`config.mk`:
```
export PLATFORM = sky130hd
export DESIGN_NAME = desc_fetch_err_ctrl
export DESIGN_NICKNAME = d
export VERILOG_FILES = /design/src/rtl/dfe_pkg.sv /design/src/rtl/dfe_fifo.sv /design/src/rtl/dfe_status.sv /design/src/rtl/dfe_ctrl.sv /design/src/rtl/desc_fetch_err_ctrl.sv
export SDC_FILE = /design/constraint.sdc
export NUM_CORES = 1
export LEC_CHECK = 0
export ABC_AREA = 1
export BUFFER_PORTS_ARGS = -buffer_cell sky130_fd_sc_hd__buf_2
export CAP_MARGIN = 20
export CORE_MARGIN = 2
export CORE_UTILIZATION = 25
export CTS_CLUSTER_SIZE = 20
export DETAILED_ROUTE_END_ITERATION = 6
export PLACE_DENSITY = 0.51
export SLEW_MARGIN = 20
export SYNTH_ARGS = -nofsm -noshare
export SYNTH_HDL_FRONTEND = slang
export SYNTH_SLANG_ARGS = --single-unit
```
`constraint.sdc`:
```
create_clock -name clk_i -period 2.9 [get_ports clk_i]
set_input_delay 0.145 -clock clk_i [delete_from_list [all_inputs] [get_ports clk_i]]
set_output_delay 0.145 -clock clk_i [all_outputs]
set_load 0.005 [all_outputs]
```
`src/rtl/dfe_pkg.sv`:
```
`timescale 1ns/1ps
package dfe_pkg;
  localparam int ERR_W    = 5;
  localparam int E_DOF    = 0;
  localparam int E_SOF    = 1;
  localparam int E_MDTE   = 2;
  localparam int E_FPZ    = 3;
  localparam int E_EU     = 4;
  localparam logic [1:0] PAIR_LAST = 2'd2;
  localparam logic [1:0] PAIR_HALT = 2'd3;
  typedef logic [ERR_W-1:0] err_vec_t;
endpackage

```
`src/rtl/dfe_fifo.sv`:
```
`timescale 1ns/1ps
module dfe_fifo #(
  parameter int PTR_W = 32,
  parameter int DEPTH = 4
) (
  input  logic             clk_i,
  input  logic             rst_ni,
  input  logic             flush_i,
  input  logic             push_i,
  input  logic [PTR_W-1:0] din_i,
  input  logic             pop_i,
  output logic [PTR_W-1:0] dout_o,
  output logic             full_o,
  output logic             empty_o
);
  localparam int AW = (DEPTH > 1) ? $clog2(DEPTH) : 1;
  localparam int CW = $clog2(DEPTH + 1);
  localparam logic [AW-1:0] LAST = AW'(DEPTH - 1);
  localparam logic [CW-1:0] FULL = CW'(DEPTH);

  logic [PTR_W-1:0] mem_q [DEPTH];
  logic [AW-1:0]    wr_q, rd_q;
  logic [CW-1:0]    cnt_q;
  logic             do_push, do_pop;

  assign full_o  = (cnt_q == FULL);
  assign empty_o = (cnt_q == '0);
  assign do_push = push_i && !full_o;
  assign do_pop  = pop_i && !empty_o;
  assign dout_o  = mem_q[rd_q];

  always_ff @(posedge clk_i) begin
    if (do_push && !flush_i) mem_q[wr_q] <= din_i;
  end

  always_ff @(posedge clk_i or negedge rst_ni) begin
    if (!rst_ni) begin
      wr_q  <= '0;
      rd_q  <= '0;
      cnt_q <= '0;
    end else if (flush_i) begin
      wr_q  <= '0;
      rd_q  <= '0;
      cnt_q <= '0;
    end else begin
      if (do_push) wr_q <= (wr_q == LAST) ? '0 : wr_q + 1'b1;
      if (do_pop)  rd_q <= (rd_q == LAST) ? '0 : rd_q + 1'b1;
      case ({do_push, do_pop})
        2'b10:   cnt_q <= cnt_q + 1'b1;
        2'b01:   cnt_q <= cnt_q - 1'b1;
        default: cnt_q <= cnt_q;
      endcase
    end
  end
endmodule

```
`src/rtl/dfe_status.sv`:
```
`timescale 1ns/1ps
module dfe_status
  import dfe_pkg::*;
(
  input  logic     clk_i,
  input  logic     rst_ni,
  input  logic     wipe_i,
  input  err_vec_t set_i,
  input  logic     clr_we_i,
  input  err_vec_t clr_mask_i,
  input  logic     eu_src_i,
  output err_vec_t err_o
);
  err_vec_t err_q, clr, nxt;

  assign clr = clr_we_i ? clr_mask_i : '0;

  always_comb begin
    nxt       = (err_q & ~clr) | set_i;
    // engine bit is held by its source; a clear only lands once it is gone
    nxt[E_EU] = eu_src_i | (err_q[E_EU] & ~clr[E_EU]);
  end

  always_ff @(posedge clk_i or negedge rst_ni) begin
    if (!rst_ni)     err_q <= '0;
    else if (wipe_i) begin
      err_q       <= '0;
      err_q[E_EU] <= eu_src_i;
    end else         err_q <= nxt;
  end

  assign err_o = err_q;
endmodule

```
`src/rtl/dfe_ctrl.sv`:
```
`timescale 1ns/1ps
module dfe_ctrl
  import dfe_pkg::*;
(
  input  logic       clk_i,
  input  logic       rst_ni,
  input  logic       halt_set_i,
  input  logic       cont_i,
  input  logic       rst_cmd_i,
  input  logic       adv_i,
  output logic       halted_o,
  output logic [1:0] pair_o
);
  logic       halt_q;
  logic [1:0] pair_q;

  always_ff @(posedge clk_i or negedge rst_ni) begin
    if (!rst_ni) begin
      halt_q <= 1'b0;
      pair_q <= '0;
    end else if (rst_cmd_i) begin
      halt_q <= 1'b0;
      pair_q <= '0;
    end else begin
      if (halt_set_i)  halt_q <= 1'b1;
      else if (cont_i) halt_q <= 1'b0;
      if (adv_i && !halt_q)
        pair_q <= (pair_q == PAIR_LAST) ? '0 : pair_q + 1'b1;
    end
  end

  assign halted_o = halt_q;
  assign pair_o   = halt_q ? PAIR_HALT : pair_q;
endmodule

```
`src/rtl/desc_fetch_err_ctrl.sv`:
```
`timescale 1ns/1ps
module desc_fetch_err_ctrl
  import dfe_pkg::*;
#(
  parameter int PTR_W = 32,
  parameter int DEPTH = 4
) (
  input  logic             clk_i,
  input  logic             rst_ni,
  input  logic             push_valid_i,
  input  logic [PTR_W-1:0] push_ptr_i,
  input  logic             pop_ready_i,
  output logic             pop_valid_o,
  output logic [PTR_W-1:0] pop_ptr_o,
  input  logic             bus_err_i,
  input  logic             eu_err_i,
  input  logic             clr_we_i,
  input  logic [ERR_W-1:0] clr_mask_i,
  input  logic             cont_i,
  input  logic             rst_cmd_i,
  input  logic             dword_adv_i,
  output logic [ERR_W-1:0] err_o,
  output logic             irq_o,
  output logic             halted_o,
  output logic [1:0]       pair_ptr_o
);
  logic     fifo_full, fifo_empty, pop_fire, ovf;
  err_vec_t err, err_set;

  assign pop_valid_o = !fifo_empty && !halted_o;
  assign pop_fire    = pop_valid_o && pop_ready_i && !rst_cmd_i;
  assign ovf         = push_valid_i && fifo_full;

  always_comb begin
    err_set         = '0;
    err_set[E_SOF]  = ovf;
    err_set[E_DOF]  = ovf && err[E_SOF];
    err_set[E_MDTE] = bus_err_i;
    err_set[E_FPZ]  = pop_fire && (pop_ptr_o == '0);
  end

  dfe_fifo #(.PTR_W(PTR_W), .DEPTH(DEPTH)) u_fifo (
    .clk_i   (clk_i),
    .rst_ni  (rst_ni),
    .flush_i (rst_cmd_i),
    .push_i  (push_valid_i),
    .din_i   (push_ptr_i),
    .pop_i   (pop_fire),
    .dout_o  (pop_ptr_o),
    .full_o  (fifo_full),
    .empty_o (fifo_empty)
  );

  dfe_status u_stat (
    .clk_i      (clk_i),
    .rst_ni     (rst_ni),
    .wipe_i     (rst_cmd_i),
    .set_i      (err_set),
    .clr_we_i   (clr_we_i),
    .clr_mask_i (clr_mask_i),
    .eu_src_i   (eu_err_i),
    .err_o      (err)
  );

  dfe_ctrl u_ctrl (
    .clk_i      (clk_i),
    .rst_ni     (rst_ni),
    .halt_set_i (err_set[E_DOF] | err_set[E_MDTE]),
    .cont_i     (cont_i),
    .rst_cmd_i  (rst_cmd_i),
    .adv_i      (dword_adv_i),
    .halted_o   (halted_o),
    .pair_o     (pair_ptr_o)
  );

  assign err_o = err;
  assign irq_o = |err;
endmodule

```
======== After elaboration in Yosys (flattened, before gate mapping) ========
Memory sizes are Yosys's and may differ from the RTL's.
Index checks and enable logic that the tools add are counted.
Widths: inputs -> output; s select.
word-level totals
  register bits ........................... 15
  latch bits .............................. 0
  RAM bits ................................ 128
  memory bits (read-only) ................. 0
  output and inout port bits .............. 42
  logic and storage cells ................. 66
  memories ................................ 1
memory list
  memory        depth  bits a word  rd ports  clocked after Yosys merged registers in  wr ports  line            source
  u_fifo.mem_q  4      32           1         0                                        1         dfe_fifo.sv:21  logic [PTR_W-1:0] mem_q [DEPTH];
cells by class
  $add $sub $neg .......................... 5
  multiply operators ...................... 0
  divide/modulo/power cells ............... 0
  magnitude comparators ................... 0
  eq/ne operators ......................... 6
  shift operators ......................... 0
  multiplexer cells ....................... 19
  bitwise operators ....................... 7
  reductions and logical operators ........ 22
operator list
  operator             number
  $logic_not 32->1     1
  $mux 2               10
  $logic_and 1x1->1    10
  $mux 5               2
  $eq 2x2->1 const B   4
  $add 2x1->2 const B  3
  $pmux 3 s2           1
  $reduce_bool 2->1    3
  $reduce_bool 3->1    2
  $mux 1               5
  $reduce_or 5->1      1
  $and 4x4->4          1
  $logic_not 1->1      4
  $not 4->4            1
  $or 4x4->4           1
  $add 3x1->3 const B  1
  $eq 3x3->1 const B   1
  $logic_not 3->1      1
  $mux 3               1
  $sub 3x1->3 const B  1
  $eq 2x1->1 const B   1
  $or 1x1->1           2
  $and 1x1->1          1
  $not 1->1            1

======== Logic depth before layout (Yosys ltp) ========
  depth in word-level cells ............... 9
  depth in mapped cells ................... 13
  mapped depth without buffers ............ 12

======== Hierarchy ========
A second synthesis with hierarchy kept.
second synthesis, totals
  cell total of the unflattened synthesis .. 470
  area, all modules ....................... 5,808.1 um2
modules (own cells, without submodules)
  module               times used  cells each  area each (um2)  seq. area each (um2)
  dfe_fifo             1           378         5,247.5          4,018.9
  dfe_status           1           24          209.0            125.1
  desc_fetch_err_ctrl  1           46          192.7            0.0
  dfe_ctrl             1           22          158.9            75.1

======== Least setup slack after synthesis ========
OpenSTA, ideal clock, no wires.
  kind .................................... reg2reg
  start ................................... register u_fifo.cnt_q[0]
  end ..................................... memory u_fifo.mem_q[0][0], enable pin
  arrival ................................. 2.065 ns
  required time ........................... 2.479 ns
  slack ................................... 0.413 ns
  stages on the path, launching flop included .. 5
  path buffers ............................ 0
  period minus slack after synthesis ...... 2.487 ns
  path through ............................ dfrtp_1 nor2_1 nand2_1 nand3_1 nor2_1
between the ends
  word-level cells in the longest chain between the ends .. 6
ends and longest elaborated chain
  element                       line            source
  start: declaration            dfe_fifo.sv:23  logic [CW-1:0] cnt_q;
  start signal: assignment      dfe_fifo.sv:49  2'b10: cnt_q <= cnt_q + 1'b1;
  start signal: assignment      dfe_fifo.sv:50  2'b01: cnt_q <= cnt_q - 1'b1;
  start signal: assignment      dfe_fifo.sv:51  default: cnt_q <= cnt_q;
  $eq 3x3->1                    dfe_fifo.sv:26  assign full_o = (cnt_q == FULL);
  $logic_not 1->1               dfe_fifo.sv:28  assign do_push = push_i && !full_o;
  $logic_and 1x1->1             dfe_fifo.sv:28
  $logic_and 1x1->1             dfe_fifo.sv:33  if (do_push && !flush_i) mem_q[wr_q] <= din_i;
  $mux 1                        dfe_fifo.sv:33
  $mux 1 (implied by the code)  dfe_fifo.sv:33
  end: declaration              dfe_fifo.sv:21
No other way between the ends.

======== Final worst setup path ========
  start ................................... register u_fifo.cnt_q[0]
  end ..................................... register u_fifo.cnt_q[2]
between the ends
  word-level cells in the longest chain between the ends .. 9
ends and longest elaborated chain
  element                                          line                                       source
  $logic_not 3->1                                  dfe_fifo.sv:27                             assign empty_o = (cnt_q == '0);
  $logic_not 1->1                                  dfe_fifo.sv:29, desc_fetch_err_ctrl.sv:30
  $logic_and 1x1->1                                desc_fetch_err_ctrl.sv:30                  assign pop_valid_o = !fifo_empty && !halted_o;
  $logic_and 1x1->1 (2 in series)                  desc_fetch_err_ctrl.sv:31                  assign pop_fire = pop_valid_o && pop_ready_i && !rst_cmd_i;
  $logic_and 1x1->1                                dfe_fifo.sv:29                             assign do_pop = pop_i && !empty_o;
  $eq 2x1->1 / $eq 2x2->1 (equally long branches)  dfe_fifo.sv:48                             case ({do_push, do_pop})
  $pmux 3 s2                                       dfe_fifo.sv:48
  $mux 3                                           dfe_fifo.sv:41                             end else if (flush_i) begin
Parallel ways exist; a longest one is shown, timed or not.
A chain may end at the register's enable or synchronous reset.

==> run summary <==
status -> complete, no violations
Ys Warns -> 0
vias in the first global route -> 3754
H-tree Lvls -> 4
Net Sw Frac -> 0.2904
number of port buffers -> 88
DRC -> 0
Worst-Skew Late Latency -> 0.41 ns
chip width -> 158.0 um
Initial Utilization -> 0.2534
gr ovfl total -> 0
Combinational Power Share -> 0.207
via count -> 4021
total routed wirelength -> 14.17 mm
Avg Cell Area, Syn -> 10.98 sq um
placed cells -> 939
largest net degree at the start of global routing -> 66
PostCTS Resize Cnt -> 0
root buffer cell -> clkbuf_16
sequential area share after synthesis -> 0.7114
ranking of synthesized cells by area -> edfxtp_1 (65%), nand2_1 (13%), dfrtp_1 (6.3%), nand3_1 (5.8%), inv_1 (3.1%)
initial antenna violation count -> 1
period utilisation layout -> 0.7432
Layout area overhead -> 30.95%
Pleak -> 3.202 nW
critical path class -> register to register
core area -> 0.02340 sq mm
top cell type's share of synthesized area -> 0.6481
max cap viols -> 0
final cell count without fillers -> 1010
Final ANT Viol Nets -> 0
DRT Pass-1 Iters -> 4
layout net count -> 728
min Tclk post-route -> 2.155 ns
Setup TNS -> 0 ns
Final Slew Violations -> 0
Max rail drop VDD -> 0.3124 mV
Switch Pwr -> 0.001678 W
Slew HR -> 0.6589
1st-iter DRT viols -> 244
Netlist cell types -> 23
Die Ht -> 158.0 um
final clock skew -> 0.01100 ns
setup violators final -> 0
maximum clock rate -> 0.4640 GHz
TritonCTS clock tree -> built
Ports -> 89
Place WS -> 0.7079 ns
Worst EP required -> 3.23 ns
DPL Wire Length -> 9.189 mm
RSZ-0062 raised after global routing -> false
Via density -> 3.981
clock share of power -> 0.366
Yosys reg bits -> 143
clock transition at the registers of the reported paths -> 0.06 ns
Fin. Hold Viols -> 0
Sink Count -> 143
Hold Buf Count CTS -> 37
Max Fanout on Critical Path -> 5
most frequent cells in the layout -> nand2_1 (203), edfxtp_1 (128), buf_2 (88)
pwr dens -> 744.1 mW/mm^2
fraction of layout cells with a size suffix above 1 -> 0.2017
post-CTS setup buffer count -> 0
TritonCTS Buffers -> 17
most common cell after layout, fill and taps aside -> nand2_1
DR WL/cell -> 14.02 um
startpoint types -> register
Total Routing Usage GR -> 0.1146
Arr. time, crit path -> 2.49 ns
die area -> 0.02497 sq mm
num rows -> 56
min-delay worst type -> primary input to register
post-synthesis cell count -> 540
worst-margin pin slew -> 0.5117 ns
largest area contributor in the synthesized netlist -> edfxtp_1
syn nets -> 592
mapped cell area -> 0.005931 sq mm
Crit. End Element -> register
post-route setup slack -> 0.7449 ns
gpl congestion -> 0.7347
first-pass GRT wire length -> 21.22 mm
internal power -> 0.004101 W
Reg power frac -> 0.427
CTS Buffer Depth -> 2
[layer usage]
| layer | vias to the layer above | global-route usage | share of wire |
|---|---|---|---|
| met5 | - | 0 | 0 |
| met4 | 0 | 0.04076 | 0.015 |
| met3 | 13 | 0.02382 | 0.033 |
| met2 | 70 | 0.1886 | 0.50 |
| met1 | 1874 | 0.1498 | 0.45 |
| li1 | 2064 | - | - |
[worst paths after layout]
check / start / endpoint / slack, ns / cells past startpoint
max: u_fifo.cnt_q[0] / u_fifo.cnt_q[2] / 0.74 / 11
max reg2reg: u_fifo.cnt_q[0] / u_fifo.cnt_q[2] / 0.74 / 11
min: rst_cmd_i / u_stat.err_o[0] / 0.02 / 2
min in group asynchronous: rst_ni / u_fifo.cnt_q[2] / 0.17 / 2
max in group asynchronous: rst_ni / u_fifo.rd_q[0] / 2.45 / 2
min reg2reg: u_fifo.cnt_q[0] / u_fifo.cnt_q[0] / 0.54 / 1
[cells by family after synthesis]
kind of cell,share of synthesized area
XOR/XNOR,0.002954
buffers and inverters,0.05232
flip-flops,0.7114
AND/OR/NAND/NOR,0.2032
adder cells (fa/ha/maj),0.01181
AO/OA/AOI/OAI,0.01835
[state kept, by name, indices dropped and copies added, names as in the netlist]
signal	count
u_fifo.rd_q	2
u_fifo.cnt_q	3
u_ctrl.pair_q	2
u_fifo.wr_q	2
u_stat.err_o	5
u_ctrl.halted_o	1
u_fifo.mem_q	128
[layout make-up]
cell class | instances | area, sq um
clock inverter | 15 | 160.2
clock buffer | 17 | 425.4
timing repair buffer | 138 | 933.4
antenna | 2 | 5.005
tap | 319 | 399.1
sequential | 143 | 4220
fill | 2450 | 15640
multi-input combinational | 325 | 1431
inverter | 51 | 191.4
[stage by stage]
| stage | power, W | utilization | hold WS, ns | area (sq um) |
|---|---|---|---|---|
| final | 0.005779 | 0.3319 | 0.02231 | 7766 |
| after global routing | 0.006103 | 0.3317 | 0.01636 | 7764 |
| after CTS | 0.005864 | 0.3316 | 0.002780 | 7761 |
| after detailed placement | 0.003703 | 0.2908 | 0.08302 | 6805 |
| after global placement | 0.003694 | 0.2908 | 0.08413 | 6805 |
| after floorplan | 0.003190 | - | -0.1506 | 5931 |
[power by group through the flow]
stage | Sequential [W] | Combinational (W) | Clock, W
after floorplan | 0.00248 | 0.000713 | 0
after global placement | 0.00251 | 0.00119 | 0
after detailed placement | 0.00251 | 0.00119 | 0
after CTS | 0.00247 | 0.00124 | 0.00216
after global routing | 0.00248 | 0.00137 | 0.00225
final | 0.00247 | 0.00120 | 0.00211
[synthesized netlist by cell type (all sizes together)]
library cell / count
nand2: 203
edfxtp: 128
nand3: 69
inv: 50
nor2: 23
dfrtp: 15
a21oi: 13
buf: 11
clkbuf: 10
o21ai: 7
ha: 4
a31o: 1
clkinv: 1
fa: 1
nand4: 1
nor3: 1
xnor2: 1
xor2: 1
[worst max-delay path: stages, from the launching register on]
cell and delay (ns):
dfrtp_1 0.42, nor2_1 0.26, nand2_1 0.08, nand3_1 0.12, inv_1 0.06, nand2_1 0.14, inv_1 0.08, fa_1 0.43
xnor2_1 0.19, xor2_1 0.15, nand2_1 0.06, o21ai_0 0.07
(Power assumes the default switching activity.)
